--- src/rtl/qf_pkg.sv ---
// Package qf_pkg: shared types for the quartile-level FIFO.
// Assumes nothing beyond a 2-bit level code.
package qf_pkg;
    typedef enum logic [1:0] {
        LVL_Q0 = 2'b00,
        LVL_Q1 = 2'b01,
        LVL_Q2 = 2'b10,
        LVL_Q3 = 2'b11
    } level_t;
endpackage

--- src/rtl/qf_ptr_ctrl.sv ---
// qf_ptr_ctrl: read/write pointers, occupancy count and registered flags.
// Gates requests against the flags so that a push at full or a pop at empty has
// no effect. Assumes DEPTH is a power of two.
module qf_ptr_ctrl #(
    parameter int DEPTH  = 64,
    parameter int ADDR_W = $clog2(DEPTH),
    parameter int CNT_W  = ADDR_W + 1
) (
    input  logic              clk,
    input  logic              rst_n,
    input  logic              flush,
    input  logic              push,
    input  logic              pop,
    output logic              wr_ok,
    output logic              rd_ok,
    output logic [ADDR_W-1:0] wr_addr,
    output logic [ADDR_W-1:0] rd_addr,
    output logic [CNT_W-1:0]  count,
    output logic              full,
    output logic              empty
);
    localparam logic [CNT_W-1:0] CNT_MAX = CNT_W'(DEPTH);

    logic [CNT_W-1:0] count_nxt;

    // Qualify requests with the current flags.
    always_comb begin
        wr_ok = push && !full && !flush;
        rd_ok = pop && !empty && !flush;
    end

    // Next occupancy from the accepted requests.
    always_comb begin
        count_nxt = count;
        if (flush)
            count_nxt = '0;
        else if (wr_ok && !rd_ok)
            count_nxt = count + 1'b1;
        else if (rd_ok && !wr_ok)
            count_nxt = count - 1'b1;
    end

    // Pointer, count and flag registers.
    always_ff @(posedge clk) begin
        if (!rst_n || flush) begin
            wr_addr <= '0;
            rd_addr <= '0;
            count   <= '0;
            full    <= 1'b0;
            empty   <= 1'b1;
        end else begin
            if (wr_ok) wr_addr <= wr_addr + 1'b1;
            if (rd_ok) rd_addr <= rd_addr + 1'b1;
            count <= count_nxt;
            full  <= (count_nxt == CNT_MAX);
            empty <= (count_nxt == '0);
        end
    end

    AST_FLAGS_EXCL: assert property (@(posedge clk) disable iff (!rst_n)
        !(full && empty));
    AST_NO_OVERFLOW: assert property (@(posedge clk) disable iff (!rst_n)
        (full && push && !pop && !flush) |=> (full && $stable(count) && $stable(wr_addr)));
    AST_NO_UNDERFLOW: assert property (@(posedge clk) disable iff (!rst_n)
        (empty && pop && !push && !flush) |=> (empty && $stable(rd_addr)));
    AST_FLUSH_EMPTIES: assert property (@(posedge clk) disable iff (!rst_n)
        flush |=> (empty && !full && count == '0));
    AST_BOTH_KEEP: assert property (@(posedge clk) disable iff (!rst_n)
        (push && pop && !full && !empty && !flush) |=> $stable(count));
endmodule

--- src/rtl/qf_store.sv ---
// qf_store: word storage with a registered read port.
// Writes land on the clock edge; read data is loaded only on an accepted pop
// and held otherwise. Assumes the addresses come from qf_ptr_ctrl.
module qf_store #(
    parameter int DATA_W = 32,
    parameter int DEPTH  = 64,
    parameter int ADDR_W = $clog2(DEPTH)
) (
    input  logic              clk,
    input  logic              rst_n,
    input  logic              we,
    input  logic [ADDR_W-1:0] wa,
    input  logic [DATA_W-1:0] wd,
    input  logic              re,
    input  logic [ADDR_W-1:0] ra,
    output logic [DATA_W-1:0] rd
);
    logic [DATA_W-1:0] mem [DEPTH];

    // Storage array write.
    always_ff @(posedge clk) begin
        if (we) mem[wa] <= wd;
    end

    // Registered read word.
    always_ff @(posedge clk) begin
        if (!rst_n)
            rd <= '0;
        else if (re)
            rd <= mem[ra];
    end

    AST_RD_HOLD: assert property (@(posedge clk) disable iff (!rst_n)
        !re |=> $stable(rd));
endmodule

--- src/rtl/qf_level.sv ---
// qf_level: maps the occupancy count to a 2-bit quartile code, saturated at
// the top quartile when the buffer is full. Assumes DEPTH >= 4, a power of two.
module qf_level
    import qf_pkg::*;
#(
    parameter int DEPTH  = 64,
    parameter int ADDR_W = $clog2(DEPTH),
    parameter int CNT_W  = ADDR_W + 1
) (
    input  logic             clk,
    input  logic             rst_n,
    input  logic [CNT_W-1:0] count,
    input  logic             full,
    input  logic             empty,
    output level_t           level
);
    // Top two bits of the in-range count, or the top code when count == DEPTH.
    always_comb begin
        if (count[ADDR_W])
            level = LVL_Q3;
        else
            level = level_t'(count[ADDR_W-1:ADDR_W-2]);
    end

    AST_LEVEL_FULL: assert property (@(posedge clk) disable iff (!rst_n)
        full |-> (level == LVL_Q3));
    AST_LEVEL_EMPTY: assert property (@(posedge clk) disable iff (!rst_n)
        empty |-> (level == LVL_Q0));
endmodule

--- src/rtl/quart_fifo.sv ---
// quart_fifo: single-clock 32-bit FIFO with full/empty flags and a quartile
// level code. The read data is registered. flush empties the buffer.
// Assumes DEPTH is a power of two of at least 32 words.
module quart_fifo
    import qf_pkg::*;
#(
    parameter int DATA_W = 32,
    parameter int DEPTH  = 64
) (
    input  logic              clk,
    input  logic              rst_n,
    input  logic              flush,
    input  logic              push,
    input  logic [DATA_W-1:0] push_data,
    input  logic              pop,
    output logic [DATA_W-1:0] pop_data,
    output logic              is_full,
    output logic              is_empty,
    output logic [1:0]        level
);
    localparam int ADDR_W = $clog2(DEPTH);
    localparam int CNT_W  = ADDR_W + 1;

    logic              wr_ok, rd_ok;
    logic [ADDR_W-1:0] wr_addr, rd_addr;
    logic [CNT_W-1:0]  count;
    level_t            lvl;

    qf_ptr_ctrl #(.DEPTH(DEPTH)) u_ptr (
        .clk(clk), .rst_n(rst_n), .flush(flush), .push(push), .pop(pop),
        .wr_ok(wr_ok), .rd_ok(rd_ok), .wr_addr(wr_addr), .rd_addr(rd_addr),
        .count(count), .full(is_full), .empty(is_empty)
    );

    qf_store #(.DATA_W(DATA_W), .DEPTH(DEPTH)) u_mem (
        .clk(clk), .rst_n(rst_n), .we(wr_ok), .wa(wr_addr), .wd(push_data),
        .re(rd_ok), .ra(rd_addr), .rd(pop_data)
    );

    qf_level #(.DEPTH(DEPTH)) u_lvl (
        .clk(clk), .rst_n(rst_n), .count(count), .full(is_full),
        .empty(is_empty), .level(lvl)
    );

    // Present the enum as a plain vector at the boundary.
    always_comb level = lvl;
endmodule

--- config.mk ---
export PLATFORM = sky130hd
export DESIGN_NAME = quart_fifo
export DESIGN_NICKNAME = d
export VERILOG_FILES = /design/src/rtl/qf_pkg.sv /design/src/rtl/qf_ptr_ctrl.sv /design/src/rtl/qf_store.sv /design/src/rtl/qf_level.sv /design/src/rtl/quart_fifo.sv
export SDC_FILE = /design/constraint.sdc
export NUM_CORES = 2
export LEC_CHECK = 0
export ABC_CLOCK_PERIOD_IN_PS = 8700
export BUFFER_PORTS_ARGS = -buffer_cell sky130_fd_sc_hd__buf_2
export CAP_MARGIN = 20
export CELL_PAD_IN_SITES_DETAIL_PLACEMENT = 1
export CELL_PAD_IN_SITES_GLOBAL_PLACEMENT = 1
export CORE_UTILIZATION = 30
export DETAILED_ROUTE_END_ITERATION = 8
export PLACE_DENSITY_LB_ADDON = 0.1
export SETUP_SLACK_MARGIN = 0.4
export SLEW_MARGIN = 20
export SYNTH_ARGS = -nofsm -noshare
export SYNTH_HDL_FRONTEND = slang
export SYNTH_HIERARCHICAL = 1
export SYNTH_SLANG_ARGS = --single-unit
--- constraint.sdc ---
create_clock -name clk -period 8.7 [get_ports clk]
set_input_delay 0.87 -clock clk [delete_from_list [all_inputs] [get_ports clk]]
set_output_delay 0.87 -clock clk [all_outputs]
set_load 0.01 [all_outputs]
Word-level counts from Yosys, hierarchy flattened:

Memories as Yosys holds them, arrays and structs flattened. A register that Yosys moved wholly into a read port is not among the register bits.
Index checks and enable logic that the tools add are counted.

* register bits after elaboration: 21
* word-level logic and storage cells: 32
* output and inout port bits: 36
* RAM bits: 2048
* bits of input ports: 37
* memories kept: 1

* reductions and logical operators: 15
* mux-type cells: 6
* $add $sub $neg: 4
* equality and inequality tests: 1

Memory list
* u_mem.mem: depth 64, bits a word 32, rd ports 1, clocked after memory_dff 1, wr ports 1, RTL line qf_store.sv:18 `logic [DATA_W-1:0] mem [DEPTH];`

Operators with widths (number)
* $mux W7: 3
* $add A6 B1 Y6 const B: 2
* $add A7 B1 Y7 const B: 1
* $eq A7 B7 Y1 const B: 1
* $logic_not A1 Y1: 7
* $logic_not A7 Y1: 1
* $sub A7 B1 Y7 const B: 1
* $logic_and A1 B1 Y1: 6
* $mux W1: 2
* $mux W2: 1
* $logic_or A1 B1 Y1: 1

Logic depth before layout (Yosys ltp):

* depth after elaboration: 9
* gate-level depth with buffers: 10
* depth with buffers taken out: 7

By module:

The synthesis kept the hierarchy.

By module, submodules not included
* qf_store: instances 1, area an instance 79608.9 µm², sequential area each 62139.6 µm², cells an instance 3706
* qf_ptr_ctrl: instances 1, area an instance 1136.1 µm², sequential area each 420.4 µm², cells an instance 130
* qf_level: instances 1, area an instance 12.5 µm², sequential area each 0.0 µm², cells an instance 2

Worst setup path after synthesis:

No wires, ideal clock.

* path kind: input port to flip-flop
* start: input port flush
* end: memory u_mem.mem[48][0] (enable)
* required time: 8239 ps
* setup slack: 4150 ps
* data arrival time: 4089 ps
* library setup time: 461 ps
* cell stages on the path: 5
* path buffers: 1
* path through: buf_2 -> nor2_1 -> nand3_1 -> or3_1 -> nor3_1

* word-level cells in the longest chain between the ends: 4

RTL lines
* from (decl): RTL line quart_fifo.sv:12 `input logic flush,`
* $logic_not A1 Y1: RTL line qf_ptr_ctrl.sv:28 `wr_ok = push && !full && !flush;`
* $logic_and A1 B1 Y1: RTL line qf_ptr_ctrl.sv:28
* via wr_ok: RTL line quart_fifo.sv:24 `logic wr_ok, rd_ok;`
* $mux W1: RTL line qf_store.sv:22 `if (we) mem[wa] <= wd;`
* $mux W1 (implied by the code): RTL line qf_store.sv:22
* to (decl): RTL line qf_store.sv:18

The timed path passes the listed nets, and every way through them passes these cells.

==> impl_metrics.tcl <==
set metrics [dict create \
    grt_first_pass_wirelength_mm 364.6 \
    path_class "reg -> reg" \
    r2r_end "u_mem/rd[17]" \
    p_leak_nw 27.70 \
    critPathSlowestCell "dfxtp_4" \
    floorplan.rows 190 \
    fin_tns_setup_ns 0 \
    required_ns 9.45 \
    drt_iter0_markers 3476 \
    power_switching_mw 4.349 \
    finalPower_mw 20.91 \
    slew_viol_final 0 \
    final_nets 4123 \
    met3_usage_pct 2.660 \
    dr.pass1.iters 5 \
    worstPathArrival_ns 4.88 \
    start_kind "flop" \
    cpPeakStageDelay_ns 0.87 \
    fmax_mhz 242.1 \
    vias_per_cell 5.183 \
    crit_path_max_fanout 36 \
    cts_setup_buffers 0 \
    seqPwrFrac_pct 53.2 \
    start_util_pct 30.14 \
    design_area_sq_mm 0.09352 \
    die_width_um 520.8 \
    multi_input_area_sq_mm 0.01752 \
    syn_area_sq_mm 0.08076 \
    dp_hpwl_mm 144.4 \
    drv_cap 0 \
    placed_area_sq_mm 0.08634 \
    r2r_start "u_ptr/rd_addr[0]" \
    syn2layout_area_growth_pct 15.81 \
    synth_top_area_share_pct 76.15 \
    synth_warnings 6 \
    async_reset_ff_share_pct 0 \
    overflow 0 \
    drc 0 \
    grtUsageMet2_pct 30.99 \
    rsz0062_at_grt "false" \
    met1_usage_pct 28.55 \
    clk_pin_slew_ns 0.06 \
    min_period_over_period_pct 47.48 \
    synth.avg_cell_area_sq_um 21.04 \
    pwr-share-clk_pct 45.1 \
    grt_max_degree 102 \
    die_area_sq_mm 0.2713 \
    antenna_found_initial 25 \
    fin_skew_ns 0.03481 \
    gr-max-usage-layer "met2" \
    slew_headroom_pct 22.38 \
    clock_path_buffers 3 \
    critical_path.cell_chain "buf_4 -> buf_4 -> mux4_2 -> mux4_2 -> nor2_1 -> a311oi_1 -> a221o_1" \
    startpoint "u_ptr/rd_addr[0]" \
    h-tree-depth 4 \
    pin_count 73 \
    finalHoldViolCount 0 \
    die_h_um 520.8 \
    synth_area_leader_cell "edfxtp_1" \
    clk-insertion-delay-late_ns 0.87 \
    core-area_sq_mm 0.2679 \
    hold_ws_ns 0.3723 \
    synthCells 3838 \
    r2r_slack_ns 4.57 \
    track_usage_pct 19.51 \
    routedWlPerCell_um 33.93 \
    synth_fp_nets 3879 \
    cts_tree "done" \
    ant_nets 0 \
    port-buffer-count 72 \
    place.gp.congestion 0.7391 \
    synth_seq_cells 2101 \
    min_path_type "in -> reg" \
    postCtsResizedCells 0 \
    drive_gt1_share_pct 25.11 \
    vias 40618 \
    vdd_drop_max_uv 155.2 \
    postCtsHoldBufs 0 \
    fillers 25913 \
    netlist_top_cells_area "edfxtp_1 76%, mux4_2 11%, mux2i_1 3.3%" \
    swShare_pct 20.80 \
    endpoint_kind "flop" \
    grt_pass1_vias 42472 \
    status "completed" \
    tightest_slew_ns 1.157 \
    finalCriticalPeriod_ns 4.131 \
    pwr-share-comb_pct 1.7 \
    cts_root_buf "clkbuf_16" \
    cts_inserted_buffers 229 \
    powerDensity_mw_per_mm2 223.6 \
    yosysSeqAreaShare_pct 77.47 \
    r2r_cells 7 \
    synthFlopType "edfxtp_1" \
    synthDistinctLibCells 69 \
    drt_wl_total_mm 265.9 \
    cts.sinks 2101 \
    regArea_sq_mm 0.06258 \
    worstSetupEndpoint "u_mem/rd[17]" \
    p_int_mw 16.56 \
    synth-edff-count 2048 \
    setup_violations 0 \
]
[sequential cells by signal, indices dropped and copies added, names as in the netlist]
signal,cells
u_mem/mem,2048
u_ptr/wr_addr,6
u_mem/rd,32
u_ptr/rd_addr,6
u_ptr/full,1
u_ptr/empty,1
u_ptr/count,7
[layout make-up]
class                   count  share of cell area, %
clock inverters           105                 0.8990
inverters                   9                0.04281
diodes                      4                0.01070
flip-flops and latches   2101                  66.91
repair buffers            246                  1.876
well taps                3552                  4.752
multi-input cells        1495                  18.73
clock buffers             325                  6.775
[per-layer routing]
metal,vias up,part of all wire (%)
met1,22650,47
met4,0,1.7
met5,-,0
met2,1005,47
li1,16694,-
met3,269,4.2
[power by group through the flow]
stage               combinational [mW]  sequential, mW  clock (mW)
finish                           0.359            11.1        9.42
CTS                              0.368            11.1        9.67
detailed placement               0.368            11.3           0
global route                     0.385            11.1        10.0
global placement                 0.360            11.3           0
floorplan                        0.107            11.3           0
[how the worst min path moves through the flow]
stage / to / startpoint / cells after the start / slack (ns)
after floorplan: u_ptr/wr_addr[5] / u_ptr/wr_addr[5] / 2 / 0.46
after global placement: u_ptr/count[1] / u_ptr/count[1] / 2 / 0.55
after detailed placement: u_ptr/count[1] / u_ptr/count[1] / 2 / 0.57
after CTS: u_ptr/count[5] / rst_n / 2 / 0.28
after global routing: u_ptr/count[5] / rst_n / 2 / 0.32
final: u_ptr/count[5] / rst_n / 2 / 0.37
[worst max-delay path, delay by kind of cell (launching register included)]
| family | cells | cell delay (ns) |
|---|---|---|
| AO/OA/AOI/OAI | 2 | 0.55 |
| buffers and inverters | 2 | 1.25 |
| flip-flops | 1 | 0.87 |
| multiplexers | 2 | 1.06 |
| AND/OR/NAND/NOR | 1 | 0.17 |
[placed cells by master (no fill, tap or decap), drive strengths merged, types with 14 or more instances in the layout]
cell     netlist  final
o21ai         61     61
o21a          18     18
a2111oi       19     19
clkbuf       105    325
mux4         386    386
a22oi         50     50
a31oi         40     40
inv            7     15
nand3         25     25
buf          128    246
edfxtp      2048   2048
a21oi         68     68
mux2          50     50
clkinv         2     83
o221ai        54     54
mux2i        268    268
nor2         123    123
dfxtp         53     53
o22ai         77     77
nand4         14     14
nand2         42     42
a221oi        37     37
and2          30     30
a221o         24     24
[cells by family (layout without fill, tap and decap cells)]
| group | count (synthesis) | count (layout) | share of synthesized area [%] |
|---|---|---|---|
| compound gates | 479 | 479 | 4.166 |
| mux | 704 | 704 | 14.78 |
| simple gates | 292 | 292 | 1.777 |
| fa+ha+maj | 4 | 4 | 0.06198 |
| xor+xnor | 16 | 16 | 0.1735 |
| buf+inv | 242 | 685 | 1.571 |
| other cells | 0 | 4 | 0 |
| flops | 2101 | 2101 | 77.47 |
[cells in the mapped netlist (7+ instances only)]
master / instances
edfxtp_1: 2048
mux4_2: 386
mux2i_1: 268
nor2_1: 122
clkbuf_1: 105
o22ai_1: 77
a21oi_1: 67
buf_2: 59
o221ai_1: 54
dfxtp_1: 53
a22oi_1: 50
nand2_1: 41
a31oi_1: 40
o21ai_0: 39
buf_4: 38
a221oi_1: 37
and2_1: 30
mux2_1: 29
nand3_1: 25
a221o_1: 24
o21ai_1: 22
mux2_2: 21
a2111oi_0: 19
buf_6: 19
o21a_1: 18
nand4_1: 14
buf_1: 12
nor2b_1: 11
a311oi_1: 10
xor2_1: 9
nand2b_1: 8
nor3_1: 8
xnor2_1: 7
[stage by stage]
step | util, % | setup slack [ns] | instances
after CTS | 34.90 | 4.479 | 7833
after global routing | 34.90 | 4.347 | 7834
after global placement | 32.20 | 2.443 | 7399
after detailed placement | 32.22 | 4.115 | 7403
after floorplan | - | 4.150 | 3838
final | 34.91 | 4.569 | 7837
No activity file was read; power rests on OpenSTA's default activity.
